$ cat config.mk
export PLATFORM = sky130hd
export DESIGN_NAME = spim_ctrl
export DESIGN_NICKNAME = d
export VERILOG_FILES = /design/src/rtl/spim_pkg.sv /design/src/rtl/spim_fifo.sv /design/src/rtl/spim_ssdec.sv /design/src/rtl/spim_shift.sv /design/src/rtl/spim_ctrl.sv
export SDC_FILE = /design/constraint.sdc
export NUM_CORES = 2
export LEC_CHECK = 0
export BUFFER_PORTS_ARGS = -buffer_cell sky130_fd_sc_hd__buf_2
export CAP_MARGIN = 20
export CORE_UTILIZATION = 55
export CTS_CLUSTER_SIZE = 30
export DETAILED_ROUTE_END_ITERATION = 6
export PLACE_DENSITY = 0.71
export RECOVER_POWER = 50
export SETUP_SLACK_MARGIN = 0.4
export SLEW_MARGIN = 20
export SYNTH_ARGS = -nofsm -noshare
export SYNTH_HDL_FRONTEND = slang
export SYNTH_SLANG_ARGS = --single-unit
$ cat constraint.sdc
create_clock -name clk -period 5.1 [get_ports clk]
set_clock_uncertainty 0.2 [all_clocks]
set_input_delay 1.02 -clock clk [delete_from_list [all_inputs] [get_ports clk]]
set_output_delay 1.02 -clock clk [all_outputs]
set_load 0.02 [all_outputs]
$ cat src/rtl/spim_pkg.sv
package spim_pkg;
   localparam int REG_AW = 6;

   localparam logic [REG_AW-1:0] OFS_CTRL = 6'h00;
   localparam logic [REG_AW-1:0] OFS_STAT = 6'h04;
   localparam logic [REG_AW-1:0] OFS_IEN  = 6'h08;
   localparam logic [REG_AW-1:0] OFS_IDIS = 6'h0C;
   localparam logic [REG_AW-1:0] OFS_MASK = 6'h10;
   localparam logic [REG_AW-1:0] OFS_EN   = 6'h14;
   localparam logic [REG_AW-1:0] OFS_TX   = 6'h1C;
   localparam logic [REG_AW-1:0] OFS_RX   = 6'h20;

   localparam int ST_W      = 7;
   localparam int ST_RXOVF  = 0;
   localparam int ST_DONE   = 1;
   localparam int ST_TXNF   = 2;
   localparam int ST_TXFULL = 3;
   localparam int ST_RXNE   = 4;
   localparam int ST_RXFULL = 5;
   localparam int ST_TXOVF  = 6;

   localparam int CB_CPOL   = 1;
   localparam int CB_CPHA   = 2;
   localparam int CB_DIV_LO = 3;
   localparam int CB_SEL_LO = 10;
endpackage

$ cat src/rtl/spim_fifo.sv
module spim_fifo #(
   parameter int W     = 8,
   parameter int DEPTH = 128
) (
   input  logic         clk,
   input  logic         rst_n,
   input  logic         push,
   input  logic [W-1:0] din,
   input  logic         pop,
   output logic [W-1:0] dout,
   output logic         full,
   output logic         empty
);
   localparam int AW = $clog2(DEPTH);

   logic [W-1:0]  mem [DEPTH];
   logic [AW-1:0] wp, rp;
   logic [AW:0]   cnt;
   logic          do_push, do_pop;

   assign full    = (cnt == (AW+1)'(DEPTH));
   assign empty   = (cnt == '0);
   assign do_push = push && !full;
   assign do_pop  = pop && !empty;
   assign dout    = mem[rp];

   always_ff @(posedge clk) begin
      if (do_push) mem[wp] <= din;
   end

   always_ff @(posedge clk or negedge rst_n) begin
      if (!rst_n) begin
         wp  <= '0;
         rp  <= '0;
         cnt <= '0;
      end else begin
         if (do_push) wp <= wp + 1'b1;
         if (do_pop)  rp <= rp + 1'b1;
         case ({do_push, do_pop})
            2'b10:   cnt <= cnt + 1'b1;
            2'b01:   cnt <= cnt - 1'b1;
            default: cnt <= cnt;
         endcase
      end
   end
endmodule

$ cat src/rtl/spim_ssdec.sv
module spim_ssdec #(
   parameter int NUM_SS = 3
) (
   input  logic [NUM_SS-1:0] sel,
   output logic [NUM_SS-1:0] ss_n
);
   for (genvar i = 0; i < NUM_SS; i++) begin : g_line
      if (i == 0) begin : g_first
         assign ss_n[i] = sel[0];
      end else begin : g_rest
         assign ss_n[i] = !(!sel[i] && (&sel[i-1:0]));
      end
   end
endmodule

$ cat src/rtl/spim_shift.sv
module spim_shift #(
   parameter int DW    = 8,
   parameter int DIV_W = 3
) (
   input  logic             clk,
   input  logic             rst_n,
   input  logic             start,
   input  logic [DW-1:0]    tx_byte,
   input  logic [DIV_W-1:0] div,
   input  logic             cpol,
   input  logic             cpha,
   input  logic             miso,
   output logic             busy,
   output logic             done,
   output logic [DW-1:0]    rx_byte,
   output logic             sclk,
   output logic             mosi
);
   localparam int HC_W  = 1 << DIV_W;
   localparam int EDGES = 2 * DW;
   localparam int EC_W  = $clog2(EDGES);

   logic [HC_W-1:0]  cnt;
   logic [EC_W-1:0]  ecnt;
   logic [DIV_W-1:0] div_l;
   logic             cpol_l, cpha_l, tog;
   logic [DW-1:0]    tx_sh, rx_sh;
   logic             half_last, lead, samp_edge;

   assign half_last = (cnt == ((HC_W'(1) << div_l) - HC_W'(1)));
   assign lead      = !tog;
   assign samp_edge = cpha_l ? !lead : lead;
   assign sclk      = (busy ? cpol_l : cpol) ^ tog;
   assign mosi      = tx_sh[DW-1];
   assign rx_byte   = rx_sh;

   always_ff @(posedge clk or negedge rst_n) begin
      if (!rst_n) begin
         busy   <= 1'b0;
         done   <= 1'b0;
         tog    <= 1'b0;
         cnt    <= '0;
         ecnt   <= '0;
         div_l  <= '0;
         cpol_l <= 1'b0;
         cpha_l <= 1'b0;
         tx_sh  <= '0;
         rx_sh  <= '0;
      end else begin
         done <= 1'b0;
         if (!busy) begin
            if (start) begin
               busy   <= 1'b1;
               tx_sh  <= tx_byte;
               cnt    <= '0;
               ecnt   <= '0;
               div_l  <= div;
               cpol_l <= cpol;
               cpha_l <= cpha;
            end
         end else if (half_last) begin
            cnt  <= '0;
            tog  <= ~tog;
            ecnt <= ecnt + 1'b1;
            if (samp_edge) rx_sh <= {rx_sh[DW-2:0], miso};
            if (!samp_edge && (ecnt != '0)) tx_sh <= {tx_sh[DW-2:0], 1'b0};
            if (ecnt == EC_W'(EDGES-1)) begin
               busy <= 1'b0;
               done <= 1'b1;
            end
         end else begin
            cnt <= cnt + 1'b1;
         end
      end
   end
endmodule

$ cat src/rtl/spim_ctrl.sv
module spim_ctrl
   import spim_pkg::*;
#(
   parameter int DW         = 8,
   parameter int FIFO_DEPTH = 128,
   parameter int NUM_SS     = 3,
   parameter int DIV_W      = 3
) (
   input  logic              clk,
   input  logic              rst_n,
   input  logic              bus_sel,
   input  logic              bus_wr,
   input  logic [REG_AW-1:0] bus_addr,
   input  logic [31:0]       bus_wdata,
   output logic [31:0]       bus_rdata,
   output logic              irq,
   output logic              sclk,
   output logic              mosi,
   input  logic              miso,
   output logic [NUM_SS-1:0] ss_n
);
   localparam int          SEL_W      = NUM_SS + 1;
   localparam logic [31:0] SEL_ONES   = (32'd1 << SEL_W) - 32'd1;
   localparam logic [31:0] DIV_ONES   = (32'd1 << DIV_W) - 32'd1;
   localparam logic [31:0] CTRL_RST   = SEL_ONES << CB_SEL_LO;
   localparam logic [31:0] CTRL_WMASK = 32'h0000_C007 | (DIV_ONES << CB_DIV_LO) | CTRL_RST;

   if (FIFO_DEPTH < 2 || (FIFO_DEPTH & (FIFO_DEPTH - 1)) != 0) begin : g_bad_depth
      $error("FIFO_DEPTH must be a power of two, at least 2");
   end
   if (NUM_SS < 1 || NUM_SS > 3) begin : g_bad_ss
      $error("NUM_SS must be 1 to 3");
   end
   if (DW < 2 || DW > 32) begin : g_bad_dw
      $error("DW must be 2 to 32");
   end
   if (DIV_W < 1 || DIV_W > 7) begin : g_bad_div
      $error("DIV_W must be 1 to 7");
   end

   logic            wr_en, rd_en;
   logic [31:0]     ctrl_q;
   logic [ST_W-1:0] mask_q, status, w1c;
   logic            en_q;
   logic            rxovf_q, done_q, txovf_q;
   logic            ctrl_cpol, ctrl_cpha;
   logic [DIV_W-1:0] ctrl_div;

   logic            tx_push, tx_pop, tx_full, tx_empty;
   logic [DW-1:0]   tx_dout;
   logic            rx_push, rx_pop, rx_full, rx_empty;
   logic [DW-1:0]   rx_dout;
   logic            sh_busy, sh_done;
   logic [DW-1:0]   sh_rx;

   assign wr_en     = bus_sel && bus_wr;
   assign rd_en     = bus_sel && !bus_wr;
   assign ctrl_cpol = ctrl_q[CB_CPOL];
   assign ctrl_cpha = ctrl_q[CB_CPHA];
   assign ctrl_div  = ctrl_q[CB_DIV_LO +: DIV_W];

   assign tx_push = wr_en && (bus_addr == OFS_TX);
   assign tx_pop  = en_q && !sh_busy && !tx_empty;
   assign rx_push = sh_done;
   assign rx_pop  = rd_en && (bus_addr == OFS_RX);
   assign w1c     = (wr_en && bus_addr == OFS_STAT) ? bus_wdata[ST_W-1:0] : '0;

   always_ff @(posedge clk or negedge rst_n) begin
      if (!rst_n) begin
         ctrl_q  <= CTRL_RST;
         mask_q  <= '0;
         en_q    <= 1'b0;
         rxovf_q <= 1'b0;
         done_q  <= 1'b0;
         txovf_q <= 1'b0;
      end else begin
         if (wr_en && bus_addr == OFS_CTRL) ctrl_q <= bus_wdata & CTRL_WMASK;
         if (wr_en && bus_addr == OFS_EN)   en_q   <= bus_wdata[0];
         if (wr_en && bus_addr == OFS_IEN)
            mask_q <= mask_q | bus_wdata[ST_W-1:0];
         else if (wr_en && bus_addr == OFS_IDIS)
            mask_q <= mask_q & ~bus_wdata[ST_W-1:0];
         rxovf_q <= (sh_done && rx_full) || (rxovf_q && !w1c[ST_RXOVF]);
         done_q  <= sh_done || (done_q && !w1c[ST_DONE]);
         txovf_q <= (tx_push && tx_full) || (txovf_q && !w1c[ST_TXOVF]);
      end
   end

   always_comb begin
      status            = '0;
      status[ST_RXOVF]  = rxovf_q;
      status[ST_DONE]   = done_q;
      status[ST_TXNF]   = !tx_full;
      status[ST_TXFULL] = tx_full;
      status[ST_RXNE]   = !rx_empty;
      status[ST_RXFULL] = rx_full;
      status[ST_TXOVF]  = txovf_q;
   end

   assign irq = |(status & mask_q);

   always_comb begin
      case (bus_addr)
         OFS_CTRL: bus_rdata = ctrl_q;
         OFS_STAT: bus_rdata = 32'(status);
         OFS_MASK: bus_rdata = 32'(mask_q);
         OFS_EN:   bus_rdata = {31'd0, en_q};
         OFS_RX:   bus_rdata = rx_empty ? 32'd0 : 32'(rx_dout);
         default:  bus_rdata = 32'd0;
      endcase
   end

   spim_fifo #(.W(DW), .DEPTH(FIFO_DEPTH)) u_txq (
      .clk(clk), .rst_n(rst_n), .push(tx_push), .din(bus_wdata[DW-1:0]),
      .pop(tx_pop), .dout(tx_dout), .full(tx_full), .empty(tx_empty));

   spim_fifo #(.W(DW), .DEPTH(FIFO_DEPTH)) u_rxq (
      .clk(clk), .rst_n(rst_n), .push(rx_push), .din(sh_rx),
      .pop(rx_pop), .dout(rx_dout), .full(rx_full), .empty(rx_empty));

   spim_shift #(.DW(DW), .DIV_W(DIV_W)) u_eng (
      .clk(clk), .rst_n(rst_n), .start(tx_pop), .tx_byte(tx_dout),
      .div(ctrl_div), .cpol(ctrl_cpol), .cpha(ctrl_cpha), .miso(miso),
      .busy(sh_busy), .done(sh_done), .rx_byte(sh_rx), .sclk(sclk), .mosi(mosi));

   spim_ssdec #(.NUM_SS(NUM_SS)) u_sel (
      .sel(ctrl_q[CB_SEL_LO +: NUM_SS]), .ss_n(ss_n));
endmodule

* Yosys cells after proc, flatten, opt, wreduce, memory -nomap -nowiden
Memories as Yosys holds them, arrays and structs flattened.
Cells that the tools add are included.
** Storage, ports and cells
- Register bits after elaboration :: 103
- Bits in writable memories :: 2048
- Input bits :: 43
- Output and inout bits :: 38
- Word-level logic and storage cells :: 146
- Memories kept :: 2
** Memory list
- u_rxq.mem :: words 128, bits a word 8, read ports 1, clocked after Yosys merged registers in 0, wr ports 1, RTL line spim_fifo.sv:16 : logic [W-1:0] mem [DEPTH];
- u_txq.mem :: words 128, bits a word 8, read ports 1, clocked after Yosys merged registers in 0, wr ports 1, RTL line spim_fifo.sv:16
** Cells by class
- Add/subtract/negate cells :: 11
- Equality and inequality tests :: 17
- Shifts and indexed selects :: 1
- Muxes and demuxes :: 30
- Bitwise gates (word level) :: 7
- Reduce and logical (&&, ||, !) cells :: 56
** Operators by type and width (count)
- $pmux W16 S5 :: 1
- $mux W8 :: 8
- $pmux W8 S2 :: 2
- $add A7 B1 Y7 const B :: 4
- $add A8 B1 Y8 const B :: 3
- $sub A8 B1 Y8 const B :: 3
- $logic_and A1 B1 Y1 :: 23
- $mux W7 :: 3
- $eq A6 B5 Y1 const B :: 3
- $eq A8 B8 Y1 const B :: 2
- $logic_not A8 Y1 :: 2
- $logic_not A1 Y1 :: 15
- $and A7 B7 Y7 :: 2
- $mux W1 :: 13
- $eq A6 B4 Y1 const B :: 2
- $mux W4 :: 3
- $eq A8 B8 Y1 :: 1
- $reduce_and A2 Y1 :: 4
- $reduce_bool A2 Y1 :: 4
- $shl A1 B3 Y8 const A :: 1
- $not A7 Y7 :: 1
- $or A7 B7 Y7 :: 1
- $reduce_or A7 Y1 :: 1
- $eq A6 B3 Y1 const B :: 1
- other kinds (12) :: 19

* Longest topological paths before layout
- Depth in word-level cells :: 7
- Depth in mapped cells :: 15
- Depth with buffers taken out :: 15

* By module
Synthesis repeated with hierarchy kept, for this count alone.
** Second synthesis, totals
- Cells, all modules :: 4384
- Area total of the unflattened synthesis :: 85540.8 um^2
** By module, submodules not included
- spim_fifo (u_rxq) :: instances 1, cells each 2036, area an instance 41056.9 um^2, sequential area each 31300.0 um^2
- spim_fifo (u_txq) :: instances 1, cells each 2023, area an instance 40949.3 um^2, sequential area each 31300.0 um^2
- spim_shift :: instances 1, cells each 184, area an instance 2065.7 um^2, sequential area each 900.9 um^2
- spim_ctrl :: instances 1, cells each 138, area an instance 1447.6 um^2, sequential area each 580.6 um^2
- spim_ssdec :: instances 1, cells each 3, area an instance 21.3 um^2, sequential area each 0.0 um^2

* Worst setup path after synthesis
Ideal clock, no wire load.
- Path kind :: input port to flip-flop
- Start :: in bus_addr[1]
- End :: reg u_rxq.cnt[7]
- Setup time :: 0.080 ns
- Data arrival time :: 4.363 ns
- Required time :: 4.820 ns
- Path slack :: 0.457 ns
- Stages :: 13
- Buffers on the path :: 1
- Path through :: or4_4 -> or4b_1 -> buf_4 -> nor3b_4 -> ha_1 -> ha_1 -> a21o_1 -> a21oi_1 -> nor2b_1 -> o21a_1 -> o41ai_1 -> mux2i_1 -> xnor2_1
** Between the ends
- Cells in the longest elaborated chain, start to end :: 5
- Elaborated cells between the ends (all ways) :: 7
- Those cells by class :: eq/ne: 3; mux: 1; reduce/logical: 3
** RTL lines
- start, declared :: RTL line spim_ctrl.sv:13 : input logic [REG_AW-1:0] bus_addr,
- $eq A6 B6 Y1 * :: RTL line spim_ctrl.sv:65 : assign rx_pop = rd_en && (bus_addr == OFS_RX);
- $logic_and A1 B1 Y1 * :: RTL line spim_ctrl.sv:65
- $logic_and A1 B1 Y1 * :: RTL line spim_fifo.sv:24 : assign do_pop = pop && !empty;
- named net u_rxq.do_pop :: RTL line spim_fifo.sv:19 : logic do_push, do_pop;
- $eq A2 B1 Y1 / $eq A2 B2 Y1 (equally long branches) :: RTL line spim_fifo.sv:39 : case ({do_push, do_pop})
- $pmux W8 S2 / $reduce_bool A2 Y1 (equally long branches)
- end signal, assigned :: RTL line spim_fifo.sv:40 : 2'b10: cnt <= cnt + 1'b1;
- end signal, assigned :: RTL line spim_fifo.sv:41 : 2'b01: cnt <= cnt - 1'b1;
- end signal, assigned :: RTL line spim_fifo.sv:42 : default: cnt <= cnt;
- end, declared :: RTL line spim_fifo.sv:18 : logic [AW:0] cnt;
Mark *: on every way through the listed nets, which the timed path passes. The rest lies on a longest branch.
A chain may end at the register's enable or synchronous reset.

* Final worst setup path
- Start :: reg u_rxq.rp[2]
- End :: out bus_rdata[1]
** Between the ends
- Cells in the longest elaborated chain, start to end :: 3
** RTL lines
- start, declared :: RTL line spim_fifo.sv:17 : logic [AW-1:0] wp, rp;
- start signal, assigned :: RTL line spim_fifo.sv:38 : if (do_pop) rp <= rp + 1'b1;
- $mem_v2 Z128 W8
- $mux W8 :: RTL line spim_ctrl.sv:108 : OFS_RX: bus_rdata = rx_empty ? 32'd0 : 32'(rx_dout);
- $pmux W16 S5 :: RTL line spim_ctrl.sv:103 : case (bus_addr)
- end, declared :: RTL line spim_ctrl.sv:15 : output logic [31:0] bus_rdata,
Every way passes these cells.

==> out/qor.yml <==
status: "finished, violations left"
failed_checks: "capacitance limit, slew limit"
grt_pass1_vias: 43100
routed_wl_um: 202000
r2r-start: "u_txq.cnt[0]"
cts_inserted_buffers: 206
power_density_mw_per_mm2: 434
cap_viol_max_count: 23
ys_types: 82
finalCritPeriodShare_pct: 99.0
clock_tree.root_cell: "clkbuf_16"
synth-seq-cells: 2151
final.fill_count: 10000
worst_pin_slew_ps: 4340
fin_area_sq_mm: 0.0957
crit_fanout: 49
hold_viol_final: 0
area_growth_pct: 12.6
io_pins: 81
worstPathCellList: "buf_16, nor2b_1, buf_4, nand2_2, o221ai_1, a21oi_1, a221oi_2, a31oi_1, a31oi_1, buf_4"
htree_levels: 4
hpwl_um: 122000
end_kind: "output pin"
peakVddDrop_uv: 298
final_antenna_net_count: 0
drc: 0
endpoint: "bus_rdata[1]"
r2r_cells: 14
clock_sinks: 2151
rsz0062_at_grt: "true"
grt-ovfl-total: 0
avgRoutedWirePerCell_um: 30.1
clock_path_buffers: 3
design.die.area_sq_mm: 0.156
min_period_ps: 5050
placed_area_sq_mm: 0.0879
cp_num_cells: 10
min_from: "bus_wdata[15]"
clkTransAtPathRegs_ps: 60
syn_avg_cell_area_sq_um: 19.9
yosysTopAreaCellShare_pct: 72.4
startpoint: "u_rxq.rp[2]"
grt_antenna_before_repair: 3
syn_inst: 4268
finalSetupViolations: 0
max_stage_delay_ps: 540
num_rows: 143
reg2reg_setup_slack_ps: 820
die_height_um: 395
required_ps: 3880
yosysTopAreaCell: "edfxtp_1"
grt_pass1_wl_um: 296000
initial_utilization_pct: 55.7
cts_tree: "done"
synth_edf_count: 2048
worst-setup-path-type: "register to output pin"
cpMaxStageDelayCell: "dfrtp_4"
synthTopCellsByArea: "edfxtp_1 72%, mux4_2 12%, dfrtp_1 2.9%"
gp_congestion: 0.927
final_nets: 4581
fin_tns_setup_ps: 0
num_vias: 43600
worstReg2RegEnd: "u_txq.cnt[7]"
ys_warn_count: 0
grt_usage_pct: 26.0
diodes: 0
cp_top_family: "compound AO/OA/AOI/OAI gates"
worst-path-buf-inv: 3
first_iter_violations: 5858
synth.most_common_cell: "edfxtp_1"
portBuffers: 44
relSlewSlack_pct: -189
maxClockFrequency_ghz: 0.198
firstDrtPassIters: 7
vias_per_cell: 6.49
regArea_sq_mm: 0.0641
clk_latency_ps: 860
hold_path_class: "input pin to register"
synth_ff_type: "edfxtp_1"
p_leak_nw: 30.3
async_flop_share_pct: 4.79
yosysSeqAreaShare_pct: 75.4
final_layout_size_suffix_gt1_share_pct: 24.3
multiInputGateArea_sq_mm: 0.0197
ys_top_cells_by_count: "2048 x edfxtp_1, 469 x mux4_2, 336 x nor2_1, 177 x mux2i_1, 177 x nand2_1"
final_core_util_pct: 62.7
die_w_um: 395
grt_max_degree: 102
worstPathArrival_ps: 3830
syn_area_sq_mm: 0.0850
coreArea_sq_mm: 0.153
slew_violations: 1487
crit_path_start_kind: "register"
## worst min path at each step
stage                        to  slack (ps)  cells past startpoint
floorplan                done_q         260                      1
global placement    u_txq.wp[2]         280                      1
detailed placement  u_rxq.wp[2]         290                      1
CTS                  ctrl_q[15]         170                      2
global route         ctrl_q[15]         190                      2
finish               ctrl_q[15]         220                      2
## cells in the final DEF (no fill, tap or decap), types with 16 or more instances in the layout
master and instances:
mux2_2 32, a21oi_1 79, edfxtp_1 2048, a22oi_1 57, nor2b_1 29, xor2_1 21, a211oi_1 20, ha_1 22
a31oi_1 16, nand2_1 174, xnor2_1 27, mux4_2 469, nand3_1 43, o221ai_1 22, bufinv_16 21, a22o_1 18
nor3_1 16, clkinv_1 43, o21ai_0 51, clkbuf_1 57, conb_1 18, dfrtp_1 92, nor2_1 332, buf_4 156
a221oi_1 18, buf_12 16, mux2i_1 173, clkbuf_16 208, clkinv_2 41, buf_2 27, o22ai_1 16
## metal layers
| metal | share of wire, % | GRT usage [%] |
|---|---|---|
| met1 | 39 | 37.8 |
| met4 | 2.6 | 7.50 |
| met3 | 11 | 6.78 |
| met2 | 47 | 39.3 |
| met5 | 0.0050 | 0 |
## per-stage QoR
step	cells	setup slack, ps	hold WS, ps	power, mW
2_1_floorplan	4285	457	255	24.6
3_3_place_gp	6283	258	275	26.1
3_5_place_dp	6283	229	286	26.3
4_1_cts	6702	85.2	170	41.5
5_1_grt	6718	4.91	190	42.6
6_report	6718	51.2	224	41.5
## worst reg2reg max path, cell delays in order (launching register included)
cell and delay, ps:
dfrtp_1 430, nor4_1 490, and4_1 360, nor3_1 80
clkbuf_1 230, inv_1 250, ha_1 420, ha_1 310
a21o_1 160, a21oi_1 230, nor2b_1 80, o21a_1 190
o41ai_1 370, mux2i_1 270, xnor2_1 130
## registers in the layout, indices dropped and copies added (netlist names), 3 cells and up, named ones only
| name | count |
|---|---|
| u_eng.rx_byte | 8 |
| ctrl_q | 12 |
| u_rxq.wp | 7 |
| u_txq.mem | 1024 |
| u_rxq.mem | 1024 |
| u_rxq.cnt | 8 |
| u_eng.ecnt | 4 |
| u_eng.tx_sh | 8 |
| u_txq.cnt | 8 |
| u_txq.rp | 7 |
| u_eng.cnt | 8 |
| u_rxq.rp | 7 |
| u_eng.div_l | 3 |
| u_txq.wp | 7 |
## final cells by class
type,count,area share (%)
Clock buffer,248,5.61
Clock inverter,134,1.53
Inverter,14,0.0575
Multi-Input combinational cell,1873,20.6
Sequential cell,2151,67.0
Tap cell,2030,2.65
Timing Repair Buffer,268,2.53
## cells by family (layout without fill, tap and decap cells)
logic type / Yosys count / after routing / share of synthesized area, %
flops: 2151 / 2151 / 75.4
simple gates: 686 / 686 / 3.57
mux: 679 / 679 / 15.0
compound gates: 418 / 418 / 3.43
buf+inv: 261 / 664 / 1.74
xor+xnor: 48 / 48 / 0.495
fa+ha+maj: 24 / 24 / 0.371
other cells: 1 / 18 / 0.00441
## repair_timing
action	in CTS	in global routing
cloned	7	1
setup endpoints to repair	8	8
gates resized for setup	105	20
pin swaps	15	10
hold endpoints to repair	29	0
buffers inserted	29	12
hold buffers	1	0
## report_power, final
group / leakage, nW / switching, mW / internal, mW
logic: 6.86 / 2.92 / 2.42
registers: 20.1 / 0.609 / 20.2
clock network: 3.32 / 6.68 / 8.63
total: 30.3 / 10.2 / 31.3
Power figures use the tool's default switching activity.
